## src/rtl/audclk_pkg.sv

```systemverilog
package audclk_pkg;
  parameter int REF_N      = 4;
  parameter int PORT_N     = 10;
  parameter int SHARE_PORT = 8;
  parameter int SHARE_SRC  = 7;
  parameter int SEL_W      = 8;
  parameter int PER_REG    = 4;
  parameter int ADDR_W     = 3;
  parameter int DATA_W     = 32;
  parameter int DIV_W      = 10;
  parameter int FINE_W     = 8;
  parameter int IDX_W      = 2;
  parameter int PRE_W      = 7;
  parameter int GEN_N      = 2;
  parameter int SRC_W      = 3;

  localparam int SEL_REGS = (PORT_N + PER_REG - 1) / PER_REG;

  localparam logic [ADDR_W-1:0] ADR_CTRL = 3'd0;
  localparam logic [ADDR_W-1:0] ADR_DIV0 = 3'd1;
  localparam logic [ADDR_W-1:0] ADR_SEL0 = 3'd3;

  localparam int CTRL_OUT_BIT = 31;
  localparam int SRCA_LSB     = 20;
  localparam int SRCB_LSB     = 16;
  localparam logic [DATA_W-1:0] CTRL_MASK = 32'h8077_0000;

  localparam logic [DIV_W-1:0] DIV_RESET = 10'd2;

  // reference tick vector positions
  localparam int REF_A = 0;
  localparam int REF_B = 1;
  localparam int REF_C = 2;
  localparam int REF_I = 3;

  typedef enum logic [SRC_W-1:0] {
    GSRC_A = 3'd0,
    GSRC_B = 3'd1,
    GSRC_I = 3'd2,
    GSRC_C = 3'd4
  } genSrc_e;

  typedef enum logic [SEL_W-1:0] {
    PSEL_OFF  = 8'h00,
    PSEL_A    = 8'h01,
    PSEL_B    = 8'h02,
    PSEL_C    = 8'h03,
    PSEL_GENA = 8'h10,
    PSEL_GENB = 8'h20
  } portSel_e;

  typedef struct packed {
    logic                ctrlWr;
    logic [GEN_N-1:0]    divWr;
    logic [SEL_REGS-1:0] selWr;
  } cfgStb_t;
endpackage

```

## src/rtl/audclk_gen.sv

```systemverilog
module audclk_gen
  import audclk_pkg::*;
(
  input  logic             clk,
  input  logic             rstN,
  input  logic             srcTick,
  input  logic             wrStb,
  input  logic [DIV_W-1:0] wrVal,
  output logic             pulse
);
  logic [DIV_W-1:0]  activeQ;
  logic [DIV_W-1:0]  pendQ;
  logic [PRE_W-1:0]  preCnt;
  logic [FINE_W-1:0] fineCnt;
  logic [PRE_W:0]    preRatio;
  logic [PRE_W-1:0]  preLimit;
  logic              preLast;
  logic              fineLast;
  logic              periodEnd;

  assign preRatio  = (PRE_W+1)'(2) << {activeQ[DIV_W-1 -: IDX_W], 1'b0};
  assign preLimit  = PRE_W'(preRatio - 1'b1);
  assign preLast   = (preCnt == preLimit);
  assign fineLast  = (fineCnt == activeQ[FINE_W-1:0]);
  assign periodEnd = srcTick && preLast && fineLast;

  always_ff @(posedge clk) begin
    if (!rstN) begin
      pendQ <= DIV_RESET;
    end else if (wrStb) begin
      pendQ <= wrVal;
    end
  end

  always_ff @(posedge clk) begin
    if (!rstN) begin
      activeQ <= DIV_RESET;
      preCnt  <= '0;
      fineCnt <= '0;
      pulse   <= 1'b0;
    end else begin
      pulse <= periodEnd;
      if (srcTick) begin
        if (preLast) begin
          preCnt <= '0;
          if (fineLast) begin
            fineCnt <= '0;
            activeQ <= wrStb ? wrVal : pendQ;
          end else begin
            fineCnt <= fineCnt + 1'b1;
          end
        end else begin
          preCnt <= preCnt + 1'b1;
        end
      end
    end
  end

  // prescaler count never passes its limit
  a_r1_pre_range: assert property (@(posedge clk) disable iff (!rstN)
    preCnt <= preLimit);

  // a pulse always follows a source tick
  a_r1_pulse_after_tick: assert property (@(posedge clk) disable iff (!rstN)
    pulse |-> $past(srcTick));

  // minimum division of 2 means pulses never touch
  a_r1_no_back_to_back: assert property (@(posedge clk) disable iff (!rstN)
    pulse |=> !pulse);

  // running divider word only changes at a period end
  a_r3_update_at_end: assert property (@(posedge clk) disable iff (!rstN)
    !$stable(activeQ) |-> $past(srcTick && preLast && fineLast));
endmodule

```

## src/rtl/audclk_ctrl.sv

```systemverilog
module audclk_ctrl
  import audclk_pkg::*;
(
  input  logic              wrEn,
  input  logic [ADDR_W-1:0] wrAddr,
  input  logic [DATA_W-1:0] wrData,
  output cfgStb_t           stb,
  output logic [DATA_W-1:0] cfgData
);
  always_comb begin
    stb     = '0;
    cfgData = wrData;
    if (wrEn) begin
      if (wrAddr == ADR_CTRL) begin
        stb.ctrlWr = 1'b1;
        cfgData    = wrData & CTRL_MASK;
      end
      for (int g = 0; g < GEN_N; g++) begin
        if (wrAddr == ADR_DIV0 + ADDR_W'(g)) begin
          stb.divWr[g] = 1'b1;
        end
      end
      for (int r = 0; r < SEL_REGS; r++) begin
        if (wrAddr == ADR_SEL0 + ADDR_W'(r)) begin
          stb.selWr[r] = 1'b1;
        end
      end
    end
  end
endmodule

```

## src/rtl/audclk_dp.sv

```systemverilog
module audclk_dp
  import audclk_pkg::*;
(
  input  logic              clk,
  input  logic              rstN,
  input  logic [REF_N-1:0]  refTick,
  input  cfgStb_t           stb,
  input  logic [DATA_W-1:0] cfgData,
  output logic [GEN_N-1:0]  genTick,
  output logic              sharedTick,
  output logic [PORT_N-1:0] portTick
);
  logic             outSelB;
  logic [SRC_W-1:0] genSrc [GEN_N];
  logic [PORT_N-1:0] portRaw;

  function automatic logic pickSource(input logic [SRC_W-1:0] code,
                                      input logic [REF_N-1:0] ticks);
    case (code)
      GSRC_A:  pickSource = ticks[REF_A];
      GSRC_B:  pickSource = ticks[REF_B];
      GSRC_I:  pickSource = ticks[REF_I];
      GSRC_C:  pickSource = ticks[REF_C];
      default: pickSource = 1'b0;
    endcase
  endfunction

  always_ff @(posedge clk) begin
    if (!rstN) begin
      outSelB   <= 1'b0;
      genSrc[0] <= '0;
      genSrc[1] <= '0;
    end else if (stb.ctrlWr) begin
      outSelB   <= cfgData[CTRL_OUT_BIT];
      genSrc[0] <= cfgData[SRCA_LSB +: SRC_W];
      genSrc[1] <= cfgData[SRCB_LSB +: SRC_W];
    end
  end

  for (genvar g = 0; g < GEN_N; g++) begin : g_gen
    logic srcTick;
    assign srcTick = pickSource(genSrc[g], refTick);
    audclk_gen u_gen (
      .clk    (clk),
      .rstN   (rstN),
      .srcTick(srcTick),
      .wrStb  (stb.divWr[g]),
      .wrVal  (cfgData[DIV_W-1:0]),
      .pulse  (genTick[g])
    );
  end

  assign sharedTick = outSelB ? genTick[1] : genTick[0];

  for (genvar p = 0; p < PORT_N; p++) begin : g_port
    localparam int REG_I = p / PER_REG;
    localparam int LSB   = (p % PER_REG) * SEL_W;
    if (p == SHARE_PORT) begin : g_shared
      assign portRaw[p]  = 1'b0;
      assign portTick[p] = portRaw[SHARE_SRC];
    end else begin : g_own
      logic [SEL_W-1:0] selQ;
      always_ff @(posedge clk) begin
        if (!rstN) begin
          selQ <= PSEL_OFF;
        end else if (stb.selWr[REG_I]) begin
          selQ <= cfgData[LSB +: SEL_W];
        end
      end
      always_comb begin
        case (selQ)
          PSEL_A:    portRaw[p] = refTick[REF_A];
          PSEL_B:    portRaw[p] = refTick[REF_B];
          PSEL_C:    portRaw[p] = refTick[REF_C];
          PSEL_GENA: portRaw[p] = genTick[0];
          PSEL_GENB: portRaw[p] = genTick[1];
          default:   portRaw[p] = 1'b0;
        endcase
      end
      assign portTick[p] = portRaw[p];
      // a port clock is only ever a live tick or pulse
      a_r6_port_has_source: assert property (@(posedge clk) disable iff (!rstN)
        portTick[p] |-> ((|refTick) || (|genTick)));
    end
  end
endmodule

```

## src/rtl/audclk_top.sv

```systemverilog
module audclk_top
  import audclk_pkg::*;
(
  input  logic              clk,
  input  logic              rstN,
  input  logic [REF_N-1:0]  refTick,
  input  logic              wrEn,
  input  logic [ADDR_W-1:0] wrAddr,
  input  logic [DATA_W-1:0] wrData,
  output logic              genTickA,
  output logic              genTickB,
  output logic              sharedTick,
  output logic [PORT_N-1:0] portTick
);
  cfgStb_t           stb;
  logic [DATA_W-1:0] cfgData;
  logic [GEN_N-1:0]  genTick;

  audclk_ctrl u_ctrl (
    .wrEn   (wrEn),
    .wrAddr (wrAddr),
    .wrData (wrData),
    .stb    (stb),
    .cfgData(cfgData)
  );

  audclk_dp u_dp (
    .clk       (clk),
    .rstN      (rstN),
    .refTick   (refTick),
    .stb       (stb),
    .cfgData   (cfgData),
    .genTick   (genTick),
    .sharedTick(sharedTick),
    .portTick  (portTick)
  );

  assign genTickA = genTick[0];
  assign genTickB = genTick[1];

  // the shared output only pulses with one of the generators
  a_r5_shared_from_gen: assert property (@(posedge clk) disable iff (!rstN)
    sharedTick |-> (genTickA || genTickB));

  // port 8 mirrors port 7 on every clock
  a_r7_port_mirror: assert property (@(posedge clk) disable iff (!rstN)
    portTick[SHARE_PORT] == portTick[SHARE_SRC]);
endmodule

```

## config.mk

```make
export PLATFORM = sky130hd
export DESIGN_NAME = audclk_top
export DESIGN_NICKNAME = d
export VERILOG_FILES = /design/src/rtl/audclk_pkg.sv /design/src/rtl/audclk_gen.sv /design/src/rtl/audclk_ctrl.sv /design/src/rtl/audclk_dp.sv /design/src/rtl/audclk_top.sv
export SDC_FILE = /design/constraint.sdc
export NUM_CORES = 1
export LEC_CHECK = 0
export BUFFER_PORTS_ARGS = -buffer_cell sky130_fd_sc_hd__buf_4
export CAP_MARGIN = 0
export CORE_MARGIN = 4
export CORE_UTILIZATION = 35
export CTS_CLUSTER_DIAMETER = 120
export DETAILED_ROUTE_END_ITERATION = 8
export GPL_TIMING_DRIVEN = 0
export PLACE_DENSITY = 0.53
export SLEW_MARGIN = 20
export SYNTH_ARGS = -nofsm -noshare
export SYNTH_HDL_FRONTEND = slang
export SYNTH_SLANG_ARGS = --single-unit
```

## constraint.sdc

```tcl
create_clock -name clk -period 5.33 [get_ports clk]
set_clock_uncertainty 0.05 [all_clocks]
set_input_delay 0.2665 -clock clk [delete_from_list [all_inputs] [get_ports clk]]
set_output_delay 0.2665 -clock clk [all_outputs]
set_load 0.01 [all_outputs]
```

### Word level (Yosys, flattened, before mapping)

Memory sizes are Yosys's and may differ from the RTL's.
Index checks and enable logic that the tools add are counted.

* bits of input ports: 42
* memory bits (writable): 6
* bits in registers: 145
* output and inout bits: 13
* memories kept: 1
* word-level logic and storage cells: 135

* reductions and logical operators: 11
* add/subtract/negate cells: 6
* equality and inequality tests: 60
* bitwise gates (word level): 2
* muxes and demuxes: 33
* shifts and indexed selects: 2

Memory list
* u_dp.genSrc: words 2, bits a word 3, read ports 2, clocked after memory_dff 0, wr ports 2, RTL line audclk_dp.sv:14 `logic [SRC_W-1:0] genSrc [GEN_N];`

Operators with widths (number)
* equality test 8 x 2 -> 1 bit (second input constant): 18
* equality test 8 x 1 -> 1 bit (second input constant): 9
* equality test 8 x 5 -> 1 bit (second input constant): 9
* equality test 8 x 6 -> 1 bit (second input constant): 9
* two-way mux 31 bit: 2
* case mux 1 bit (5 select lines): 9
* two-way mux 10 bit: 2
* adder 8 x 1 -> 8 bit (second input constant): 2
* equality test 8 bit: 2
* two-way mux 8 bit: 2
* adder 7 x 1 -> 7 bit (second input constant): 2
* equality test 7 bit: 2
* two-way mux 7 bit: 2
* left shift 2 x 3 -> 7 bit (first input constant): 2
* subtractor 7 x 1 -> 7 bit (second input constant): 2
* equality test 3 x 2 -> 1 bit (second input constant): 4
* equality test 3 bit (second input constant): 4
* two-way mux 1 bit: 11
* equality test 3 x 1 -> 1 bit (second input constant): 3
* zero test 3 bit: 3
* case mux 1 bit (4 select lines): 2
* two-way mux 3 bit: 2
* two-way mux 6 bit: 1
* AND reduction 3 bit: 2
* 3 further kinds: 8

### Depth between registers and ports, before layout

Gate-level depths: netlist (run 1).

* depth in word-level cells: 7
* depth in mapped cells: 7

### Modules after synthesis

Synthesis (run 1) repeated with hierarchy kept, for this count alone.

* cell total of the unflattened synthesis: 723
* area total of the unflattened synthesis: 7320.8 um2

By module, submodules not included
* audclk_dp: area each 3659.8 um2, times used 1, cells each 345
* audclk_gen: area each 1666.6 um2, times used 2, cells each 167
* audclk_ctrl: area each 327.8 um2, times used 1, cells each 44

### Worst setup path before layout (run 1)

Ideal clock, no wire load.

* path type: flip-flop to flip-flop
* start point: mem u_dp.genSrc[1][1], in the netlist u_dp.genSrc[0][4]
* end point: reg u_dp.g_gen[1].u_gen.activeQ[0]
* period minus slack after synthesis: 2370 ps
* arrival: 2199 ps
* setup time: 121 ps
* setup slack: 2960 ps
* cell stages (with the launch flop): 6
* cells stage by stage: edfxtp_1 > or3b_1 > a222oi_1 > nand2_2 > nor3_4 > mux2_2

RTL lines
* from (decl): RTL line audclk_dp.sv:14
* to (signal assigned): RTL line audclk_gen.sv:48 `activeQ <= wrStb ? wrVal : pendQ;`
* to (decl): RTL line audclk_gen.sv:11 `logic [DIV_W-1:0] activeQ;`

==> flow_summary.yaml, run 1 <==
worst_setup_path:
  crit_end: "u_dp.g_gen[1].u_gen.activeQ[4]"
  endpoint_kind: "register"
  r2r-end: "u_dp.g_gen[1].u_gen.activeQ[4]"
  critical_path.reg2reg.startpoint: "u_dp.genSrc[0][4]"
  r2r_slack_ns: 2.45
  reg2reg_depth: 5
  critPathMaxFanout: 10
  crit_start: "u_dp.genSrc[0][4]"
  critPathKind: "reg2reg"
  arrival_ns: 3.14
  cp_data_required_time_ns: 5.59
  startpoint_type: "register"
pwr:
  swShare_pct: 23.0
  sequentialPowerShare_pct: 43.9
  power_switching_uw: 616
  ir_drop_v: 0.000256
  fin_total_pwr_uw: 2680
  p_per_area_nw_per_um2: 327
  p_clk_share_pct: 49.2
  comb_power_share_pct: 6.9
  p_leak_uw: 0.00299
  p_int_uw: 2060
global_route:
  grt_use_total_pct: 17.3
  grt_pass1_vias: 5363
  grt_max_degree: 17
  grt_pass1_wl_mm: 29.8
  grt_antenna_before_repair: 0
  grt_overflow: 0
floorplanning:
  die-area_um2: 21800
  die_h_um: 148
  core_area_um2: 19000
  start_util_pct: 36.0
  ios: 55
  placementRows: 50
  die_x_um: 148
worst_hold_path:
  hp-class: "in2reg"
route:
  drc: 0
  vias_per_cell: 5.11
  ant_nets: 0
  routed_wl_mm: 18.9
  vias: 5885
  routedWlPerCell_um: 16.4
  first_pass_iters: 5
  drt_iter0_drc: 359
final_layout:
  final_nets: 925
  fillers: 1909
  drive_gt1_share_pct: 16.0
  layoutNonFillerInstCount: 1152
  area_growth_pct: 20.2
  diodes: 0
synthesis:
  syn_avg_cell_area_um2: 8.46
  ys_seq_area_share_pct: 45.2
  synthMostInstantiatedCell: "nand2_1"
  synth.area.top_cells: "dfxtp_1 43%, nand2_1 11%, a21oi_1 7.9%, mux2_2 3.8%, xor2_1 3.5%"
  yosysUniqueCellTypes: 59
  async_reset_ff_share_pct: 0
  synth_edf_count: 6
  synth_warnings: 0
  synth_top_cells_by_count: "205 x nand2_1, 145 x dfxtp_1, 107 x a21oi_1, 29 x and2_1, 29 x nor2_1"
  syn_inst: 806
  postSynthNetCount: 852
  yosysTopAreaCellShare_pct: 42.6
  synth.largest_area_cell: "dfxtp_1"
  synthFlopType: "dfxtp_1"
  syn-cell-area_um2: 6820
  ys_ff_latch: 151
run_status:
  status: "complete, no violations"
clocking:
  cts_buffer_depth: 2
  postCtsResizedCells: 0
  cts-buffers-inserted: 17
  path_clk_slew_ns: 0.06
  clk_latency_ns: 0.42
  cts_root_buf: "clkbuf_16"
  tritoncts: "done"
  cts_sinks: 151
  holdBufCountCts: 0
  htreeDepth: 4
  post_cts_buffers: 0
placed_design:
  place_congestion: 0.787
  pre_cts_ws_ns: 2.38
  port_buffers: 54
  place_inst: 1120
  hpwl_mm: 13.5
sta:
  clock.fmax_mhz: 348
  tightest_slew_ns: 1.00
  fin_crit_sh_pct: 54.0
  hold_viol: 0
  slew_violations: 0
  period_needed_ns: 2.88
  slew_headroom_pct: 32.5
  rsz0062_at_grt: "no"
  finalSetupTns_ns: 0
  finalSetupViolCount: 0
  timing.final.ws_setup_ns: 2.45
flow_run:
  cap_violations: 0
==> registers in the layout (all words and copies together), names as in the netlist <==
register	cells
u_dp.g_gen.u_gen.activeQ	20
u_dp.outSelB	1
u_dp.g_gen.u_gen.fineCnt	16
u_dp.genSrc	6
u_dp.g_gen.u_gen.preCnt	14
u_dp.g_gen.u_gen.pendQ	20
u_dp.g_gen.u_gen.pulse	2
u_dp.g_port.g_own.selQ	72
==> routing by layer <==
layer	wire length [um]	up-vias	track usage, %	part of all wire (%)
li1	-	2971	-	-
met1	9910	2783	26.3	52
met2	8030	115	24.7	42
met3	763	16	3.31	4.0
met4	204	0	4.89	1.1
met5	0	-	0	0
==> metrics by stage <==
stage / area, um2 / hold WS [ns] / util [%]
after floorplan: 6820 / 0.352 / -
after detailed placement: 7550 / 0.394 / 39.8
final: 8200 / 0.0473 / 43.2
after CTS: 8200 / 0.0344 / 43.2
after global placement: 7550 / 0.387 / 39.8
after global routing: 8200 / 0.0493 / 43.2
==> cell usage in the layout (no fill, tap or decap), types with 6 or more instances in the layout <==
cell type	Yosys	layout
a211oi_1	28	28
a21oi_1	107	107
and2_1	29	29
buf_4	1	55
clkbuf_1	28	29
clkbuf_16	0	17
clkbuf_8	3	7
dfxtp_1	145	145
edfxtp_1	6	6
inv_1	7	7
mux2_2	23	23
mux2i_1	12	12
nand2_1	205	205
nand3_1	15	15
nand3b_1	19	19
nand4_1	8	8
nor2_1	29	29
o22ai_1	6	6
or3_1	8	8
or4_1	12	12
or4b_2	10	10
xor2_1	27	27
==> power by group through the flow <==
stage	clock network, uW	registers [uW]	logic (uW)
floorplan	0	1200	103
global placement	0	1200	185
detailed placement	0	1200	185
CTS	1350	1180	186
global route	1380	1180	204
finish	1320	1180	185
==> worst min-delay path by stage <==
| stage | end | startpoint | cells after the start | slack (ns) |
|---|---|---|---|---|
| final | u_dp.g_port[3].g_own.selQ[6] | wrData[30] | 3 | 0.05 |
| after global routing | u_dp.g_port[7].g_own.selQ[4] | wrData[28] | 3 | 0.05 |
| after CTS | u_dp.g_port[3].g_own.selQ[2] | wrData[26] | 3 | 0.03 |
| after detailed placement | u_dp.g_port[9].g_own.selQ[7] | u_dp.g_port[9].g_own.selQ[7] | 2 | 0.39 |
| after global placement | u_dp.g_port[1].g_own.selQ[2] | u_dp.g_port[1].g_own.selQ[2] | 2 | 0.39 |
| after floorplan | u_dp.g_port[0].g_own.selQ[2] | wrData[2] | 2 | 0.35 |
==> worst max-delay path: stages, from the launching register on <==
cell	delay (ns)
edfxtp_1	0.40
or3b_1	0.39
a222oi_1	0.66
nand2_2	0.31
nor3_4	0.55
mux2_2	0.39
==> final cells by class <==
class                      instances  area [um2]  area share (%)
sequential                       151        3080            37.6
inverter                           8        30.0           0.366
clock inverter                    10         164            2.00
clock buffer                      22         484            5.91
multi-input combinational        606        3510            42.8
tap                              260         325            3.97
buffer                            41         196            2.40
timing repair buffer              54         405            4.95
==> kinds of logic (layout without fill, tap and decap cells) <==
logic type               after synthesis  after routing  share of synthesized area [%]
AND/OR/NAND/NOR                      376            376                           27.5
AO/OA/AOI/OAI                        164            164                           14.2
flip-flops                           151            151                           45.2
buffers and inverters                 49            135                           3.32
multiplexers                          35             35                           5.56
XOR/XNOR                              27             27                           3.47
adder cells (fa/ha/maj)                4              4                          0.734
Note: power is estimated with default switching activity, not from simulation.
==> inputs of run 2 (changes only) <==
--- a/config.mk
+++ b/config.mk
@@ -12,7 +12,7 @@
 export CTS_CLUSTER_DIAMETER = 120
 export DETAILED_ROUTE_END_ITERATION = 8
 export GPL_TIMING_DRIVEN = 0
-export PLACE_DENSITY = 0.53
+export PLACE_DENSITY = 0.55
 export SLEW_MARGIN = 20
 export SYNTH_ARGS = -nofsm -noshare
 export SYNTH_HDL_FRONTEND = slang
==> constraint.sdc (replaced) <==
create_clock -name clk -period 2.3 [get_ports clk]
set_clock_uncertainty 0.05 [all_clocks]
set_input_delay 0.115 -clock clk [delete_from_list [all_inputs] [get_ports clk]]
set_output_delay 0.115 -clock clk [all_outputs]
set_load 0.01 [all_outputs]
==> run 2 against run 1 <==
Effect of this change:
- critical path depth decreased by 2
- setup slack got worse by 2.4 ns
- hold slack improved by 0.034 ns
- final cell count increased by 3.1%
- wire length increased by 0.88%
- non-clock buffer count increased by 36
- highest routed layer unchanged
==> flow_summary.yaml, run 2 (synthesis gave the netlist of run 1 again) <==
placed_design:
  port_buffers: 54
  place_congestion: 0.779
  pre_cts_ws_ns: -0.618
  hpwl_mm: 13.3
global_route:
  grt_pass1_wl_mm: 30.9
  grt_pass1_vias: 5745
  grt_use_total_pct: 17.7
  grt_antenna_before_repair: 0
  grt_max_degree: 17
  grt_overflow: 0
run_status:
  status: "complete, no violations"
worst_hold_path:
  hold_start: "wrAddr[1]"
  min_to: "u_dp.g_port[4].g_own.selQ[0]"
  hp-class: "in2reg"
  hold_path_depth: 4
final_layout:
  mostFrequentLayoutCells: "204 x nand2_1, 143 x dfxtp_1, 107 x a21oi_1"
  postLayoutCoreUtil_pct: 45.4
  final_nets: 961
  top_regs: "u_dp.g_port.g_own.selQ x72, u_dp.g_gen.u_gen.activeQ x20, u_dp.g_gen.u_gen.pendQ x20"
  drive_gt1_share_pct: 17.9
  largest_reg_flops: 72
  fillers: 1906
  final_common_cell: "nand2_1"
  multi_input_area_um2: 3610
  diodes: 0
  regArea_um2: 3090
  largest_register: "u_dp.g_port.g_own.selQ"
  area_growth_pct: 26.2
worst_setup_path:
  crit_path_max_incr_delay_ns: 0.66
  slowest_stage: "or4b_2"
  critical_path.reg2reg.startpoint: "u_dp.g_gen[0].u_gen.fineCnt[2]"
  endpoint_kind: "output pin"
  cp_data_required_time_ns: 2.13
  startpoint_type: "register"
  crit_family: "simple AND/OR/NAND/NOR gates"
  critPathKind: "reg2out"
  arrival_ns: 2.07
  critPathMaxFanout: 11
  r2r-end: "u_dp.g_gen[0].u_gen.activeQ[1]"
  worst-path-buf-inv: 1
  worstPathCellList: "or4b_2 -> a211oi_4 -> buf_4"
  reg2reg_depth: 6
  r2r_slack_ns: 0.12
sta:
  hold_viol: 0
  finalSetupViolCount: 0
  hold_slack_ns: 0.0814
  fin_crit_sh_pct: 97.3
  slew_headroom_pct: 31.4
  clock.fmax_mhz: 447
  timing.final.ws_setup_ns: 0.0616
  tightest_slew_ns: 1.02
  slew_violations: 0
  period_needed_ns: 2.24
  rsz0062_at_grt: "no"
route:
  drc: 0
  ant_nets: 0
  drt_iter0_drc: 325
  routedWlPerCell_um: 16.1
  vias: 6048
  first_pass_iters: 5
  routed_wl_mm: 19.1
  vias_per_cell: 5.09
floorplanning:
  start_util_pct: 36.0
  placementRows: 50
  die_x_um: 148
  die-area_um2: 21800
  ios: 55
  core_area_um2: 19000
  die_h_um: 148
clocking:
  cts_sinks: 151
  cts_root_buf: "clkbuf_16"
  path_clk_slew_ns: 0.06
  clk_latency_ns: 0.43
  tritoncts: "done"
  cts_buffer_depth: 2
  cts-buffers-inserted: 17
  htreeDepth: 4
pwr:
  ir_drop_v: 0.000544
  p_per_area_nw_per_um2: 691
  p_leak_uw: 0.00315
flow_run:
  cap_violations: 0
## run 2: cell count changes in the layout (fill, tap and decap cells not counted), moves of 3 or more
cell / before / now
bufinv_16: 4 / 1
nor4_2: 0 / 3
clkbuf_1: 29 / 25
a211oi_1: 28 / 25
dlygate4sd3_1: 0 / 32
inv_6: 2 / 6
nor4_1: 5 / 2
clkbuf_8: 7 / 3
## run 2: worst reg2reg max path: stages (launching register included)
cell,delay [ns]
dfxtp_1,0.36
xor2_1,0.17
nor4_1,0.49
nand2_2,0.25
nor3_4,0.26
buf_12,0.16
mux2_2,0.33
## run 2: where the power goes
group          internal, uW  switching (uW)  leakage, uW
Sequential             2680            44.3      0.00123
Clock                  1510            1210     0.000273
Combinational           202             289      0.00164
Total                  4400            1540      0.00315
## run 2: layout make-up
type	instances	share of cell area, %
Sequential cell	151	35.9
Multi-Input combinational cell	606	42.0
Timing Repair Buffer	90	9.08
Clock buffer	17	4.95
Clock inverter	15	1.67
Tap cell	260	3.78
Inverter	8	0.349
Buffer	41	2.28
## run 2: per-layer routing
| layer | GRT usage (%) | wire, um | up-vias |
|---|---|---|---|
| li1 | - | - | 3044 |
| met1 | 26.1 | 9670 | 2884 |
| met2 | 26.7 | 8430 | 102 |
| met3 | 3.62 | 738 | 18 |
| met4 | 4.15 | 230 | 0 |
| met5 | 0 | 0 | - |
## run 2: repair_timing
item                       in CTS  in global routing
hold endpoints to repair       98                  0
pin swaps                       3                  3
hold buffers                   32                  0
gates cloned                    0                  0
setup buffers                   4                  0
resized for setup               6                 24
setup endpoints to repair      49                 45
## run 2: how the worst max path moves through the flow
| stage | startpoint | endpoint | cells after the start |
|---|---|---|---|
| 3_5_place_dp | u_dp.genSrc[0][4] | u_dp.g_gen[1].u_gen.activeQ[4] | 5 |
| 5_1_grt | u_dp.genSrc[0][1] | u_dp.g_gen[0].u_gen.fineCnt[1] | 5 |
| 2_1_floorplan | u_dp.genSrc[0][4] | u_dp.g_gen[1].u_gen.activeQ[0] | 5 |
| 4_1_cts | u_dp.g_gen[0].u_gen.activeQ[9] | u_dp.g_gen[0].u_gen.preCnt[3] | 6 |
| 6_report | u_dp.g_gen[0].u_gen.pulse | portTick[9] | 3 |
| 3_3_place_gp | u_dp.genSrc[0][4] | u_dp.g_gen[1].u_gen.activeQ[7] | 5 |
## run 2: metrics by stage
stage	TNS [ns]	instance area [um2]	cells	power (uW)
after global placement	-17.04	7550	1120	3210
after detailed placement	-16.77	7550	1120	3210
after CTS	0	8510	1188	5970
after global routing	0	8600	1188	6170
final	0	8600	1188	5940
after floorplan	-0.292	6820	806	3010
==> inputs of run 3 (changes only) <==
--- a/config.mk
+++ b/config.mk
@@ -16,4 +16,5 @@
 export SLEW_MARGIN = 20
 export SYNTH_ARGS = -nofsm -noshare
 export SYNTH_HDL_FRONTEND = slang
+export SYNTH_HIERARCHICAL = 1
 export SYNTH_SLANG_ARGS = --single-unit
==> run 3 against run 2 <==
Effect of this change:
- final cell count shrank 8.1%
- die area grew 7.0%
- critical path depth grew 5
==> flow_summary.yaml, run 3 <==
run_status:
  status: "complete, no violations"
route:
  vias_per_cell: 4.99
  ant_nets: 0
  routed_wl_mm: 18.3
  routedWlPerCell_um: 16.8
  drt_iter0_drc: 263
  vias: 5452
  first_pass_iters: 4
  drc: 0
worst_setup_path:
  cp_data_required_time_ns: 2.57
  critPathMaxFanout: 5
  endpoint_kind: "register"
  startpoint_type: "register"
  arrival_ns: 2.56
  critPathKind: "reg2reg"
pwr:
  fin_total_pwr_uw: 6380
  p_leak_uw: 0.00327
  ir_drop_v: 0.000408
  p_per_area_nw_per_um2: 712
floorplanning:
  die_h_um: 153
  placementRows: 52
  start_util_pct: 35.8
  die_x_um: 153
  ios: 55
  core_area_um2: 20400
  die-area_um2: 23300
final_layout:
  largest_reg_flops: 72
  final_common_cell: "dfxtp_1"
  top_regs: "u_dp/g_port.g_own.selQ x72, u_dp/g_gen.u_gen/activeQ x20, u_dp/g_gen.u_gen/pendQ x20"
  fillers: 1965
  largest_register: "u_dp/g_port.g_own.selQ"
  final_nets: 855
  area_growth_pct: 22.4
  mostFrequentLayoutCells: "145 x dfxtp_1, 103 x nor2b_1, 102 x mux2i_1"
  drive_gt1_share_pct: 20.8
  diodes: 0
sta:
  clock.fmax_mhz: 436
  slew_headroom_pct: 44.2
  hold_viol: 0
  period_needed_ns: 2.30
  hold_slack_ns: 0.0550
  finalSetupTns_ns: 0
  tightest_slew_ns: 0.837
  finalSetupViolCount: 0
  fin_crit_sh_pct: 99.8
  rsz0062_at_grt: "yes"
  slew_violations: 0
placed_design:
  place_congestion: 0.829
  hpwl_mm: 12.8
  port_buffers: 47
synthesis:
  synth.largest_area_cell: "dfxtp_1"
  yosysUniqueCellTypes: 51
  synthMostInstantiatedCell: "dfxtp_1"
  syn_avg_cell_area_um2: 10.1
  async_reset_ff_share_pct: 0
  synth-simple-area-share_pct: 24.7
  synthFlopType: "dfxtp_1"
  synthAdderAreaFrac_pct: 0.684
  synth-xor-area-share_pct: 3.35
  synth_compound_area_share_pct: 8.00
  synth_warnings: 6
  syn-cell-area_um2: 7320
  ys_seq_area_share_pct: 42.1
  yosysTopAreaCellShare_pct: 39.7
  synth.area.top_cells: "dfxtp_1 40%, mux2i_1 14%, nor2b_1 8.8%, mux2_2 3.2%, xor2_1 3.1%"
  synth_top_cells_by_count: "145 x dfxtp_1, 103 x nor2b_1, 102 x mux2i_1, 26 x xor2_1, 23 x nand3b_1"
  syn_inst: 723
  ys_ff_latch: 151
  muxShareOfSynthArea_pct: 17.2
  synth_top_family_by_area: "simple AND/OR/NAND/NOR gates"
  synth_edf_count: 6
  postSynthNetCount: 769
clocking:
  cts_buffer_depth: 2
  htreeDepth: 4
  path_clk_slew_ns: 0.06
  tritoncts: "done"
  cts_root_buf: "clkbuf_16"
  cts_sinks: 151
  clk_latency_ns: 0.43
  cts-buffers-inserted: 17
global_route:
  grt_overflow: 0
  grt_pass1_wl_mm: 29.5
  grt_max_degree: 29
  grt_pass1_vias: 5669
  grt_antenna_before_repair: 0
  grt_use_total_pct: 15.9
worst_hold_path:
  hp-class: "in2reg"
flow_run:
  cap_violations: 0
==> run 3: cell count changes in the layout (fill, tap and decap cells not counted), sizes merged, moves of 11 or more <==
cell | before | now
nand2 | 207 | 24
nor2b | 1 | 112
mux2i | 12 | 102
a21oi | 107 | 20
dlygate4sd3 | 32 | 7
a211oi | 28 | 5
buf | 69 | 87
or4b | 12 | 1
==> run 3: final timing paths <==
path	start	end	slack, ns	cells after the start
setup / recovery	u_dp/genSrc[0][5]	u_dp/g_gen[1].u_gen/activeQ[6]	0.005	8
hold / removal	wrData[23]	u_dp/g_port[2].g_own.selQ[7]	0.06	4
hold reg to reg	u_dp/g_gen[0].u_gen/pendQ[1]	u_dp/g_gen[0].u_gen/pendQ[1]	0.42	2
setup reg to reg	u_dp/genSrc[0][5]	u_dp/g_gen[1].u_gen/activeQ[6]	0.005	8
==> run 3: critical path, cell delays in order, from the launching register on <==
cell and delay [ns]:
edfxtp_1 0.39, nor3_1 0.08, or4b_4 0.50, o21ai_4 0.11
nand2_4 0.06, a2111o_1 0.34, nor2_4 0.18, buf_6 0.16
mux2_4 0.30
==> run 3: cell type report <==
class                   count  area [um2]  area share (%)
plain buffers              42         262            2.92
repair buffers             69         543            6.06
inverters                   7        26.3           0.293
multi-input cells         521        4040            45.1
well taps                 270         338            3.77
flip-flops and latches    151        3080            34.4
clock buffers              24         472            5.27
clock inverters             8         193            2.15
==> run 3: routing by layer <==
metal | GRT usage [%] | part of all wire [%]
met1 | 20.4 | 47
met2 | 26.6 | 49
met3 | 3.86 | 3.0
met4 | 4.37 | 0.88
met5 | 0 | 0
==> run 3: cell families after synthesis <==
family	after synthesis
and+or+nand+nor	289
adders and majority gates	4
muxes	123
xor gates and xnor gates	28
buffers and inverters	51
DFF	151
AOI/OAI and AO/OA	77
==> run 3: what timing repair did <==
item / in CTS / in global routing
hold endpoints to repair: 21 / 0
hold buffers: 7 / 0
setup buffers: 11 / 2
resized for setup: 23 / 5
pin swaps: 9 / 5
gates cloned: 2 / 0
setup endpoints to repair: 42 / 41
==> run 3: stage by stage <==
stage | instances | setup slack, ns | util [%] | cell area, um2
floorplan | 723 | -0.00237 | - | 7330
global placement | 1040 | -0.323 | 39.3 | 8020
detailed placement | 1040 | -0.361 | 39.3 | 8020
CTS | 1091 | -0.139 | 43.7 | 8930
global route | 1092 | -0.0811 | 43.8 | 8960
finish | 1092 | 0.00492 | 43.8 | 8960
==> run 3: report_power, final <==
part	internal, uW	total [uW]	switching (uW)
clock	2090	3160	1070
combinational	234	486	252
sequential	2690	2730	47.6
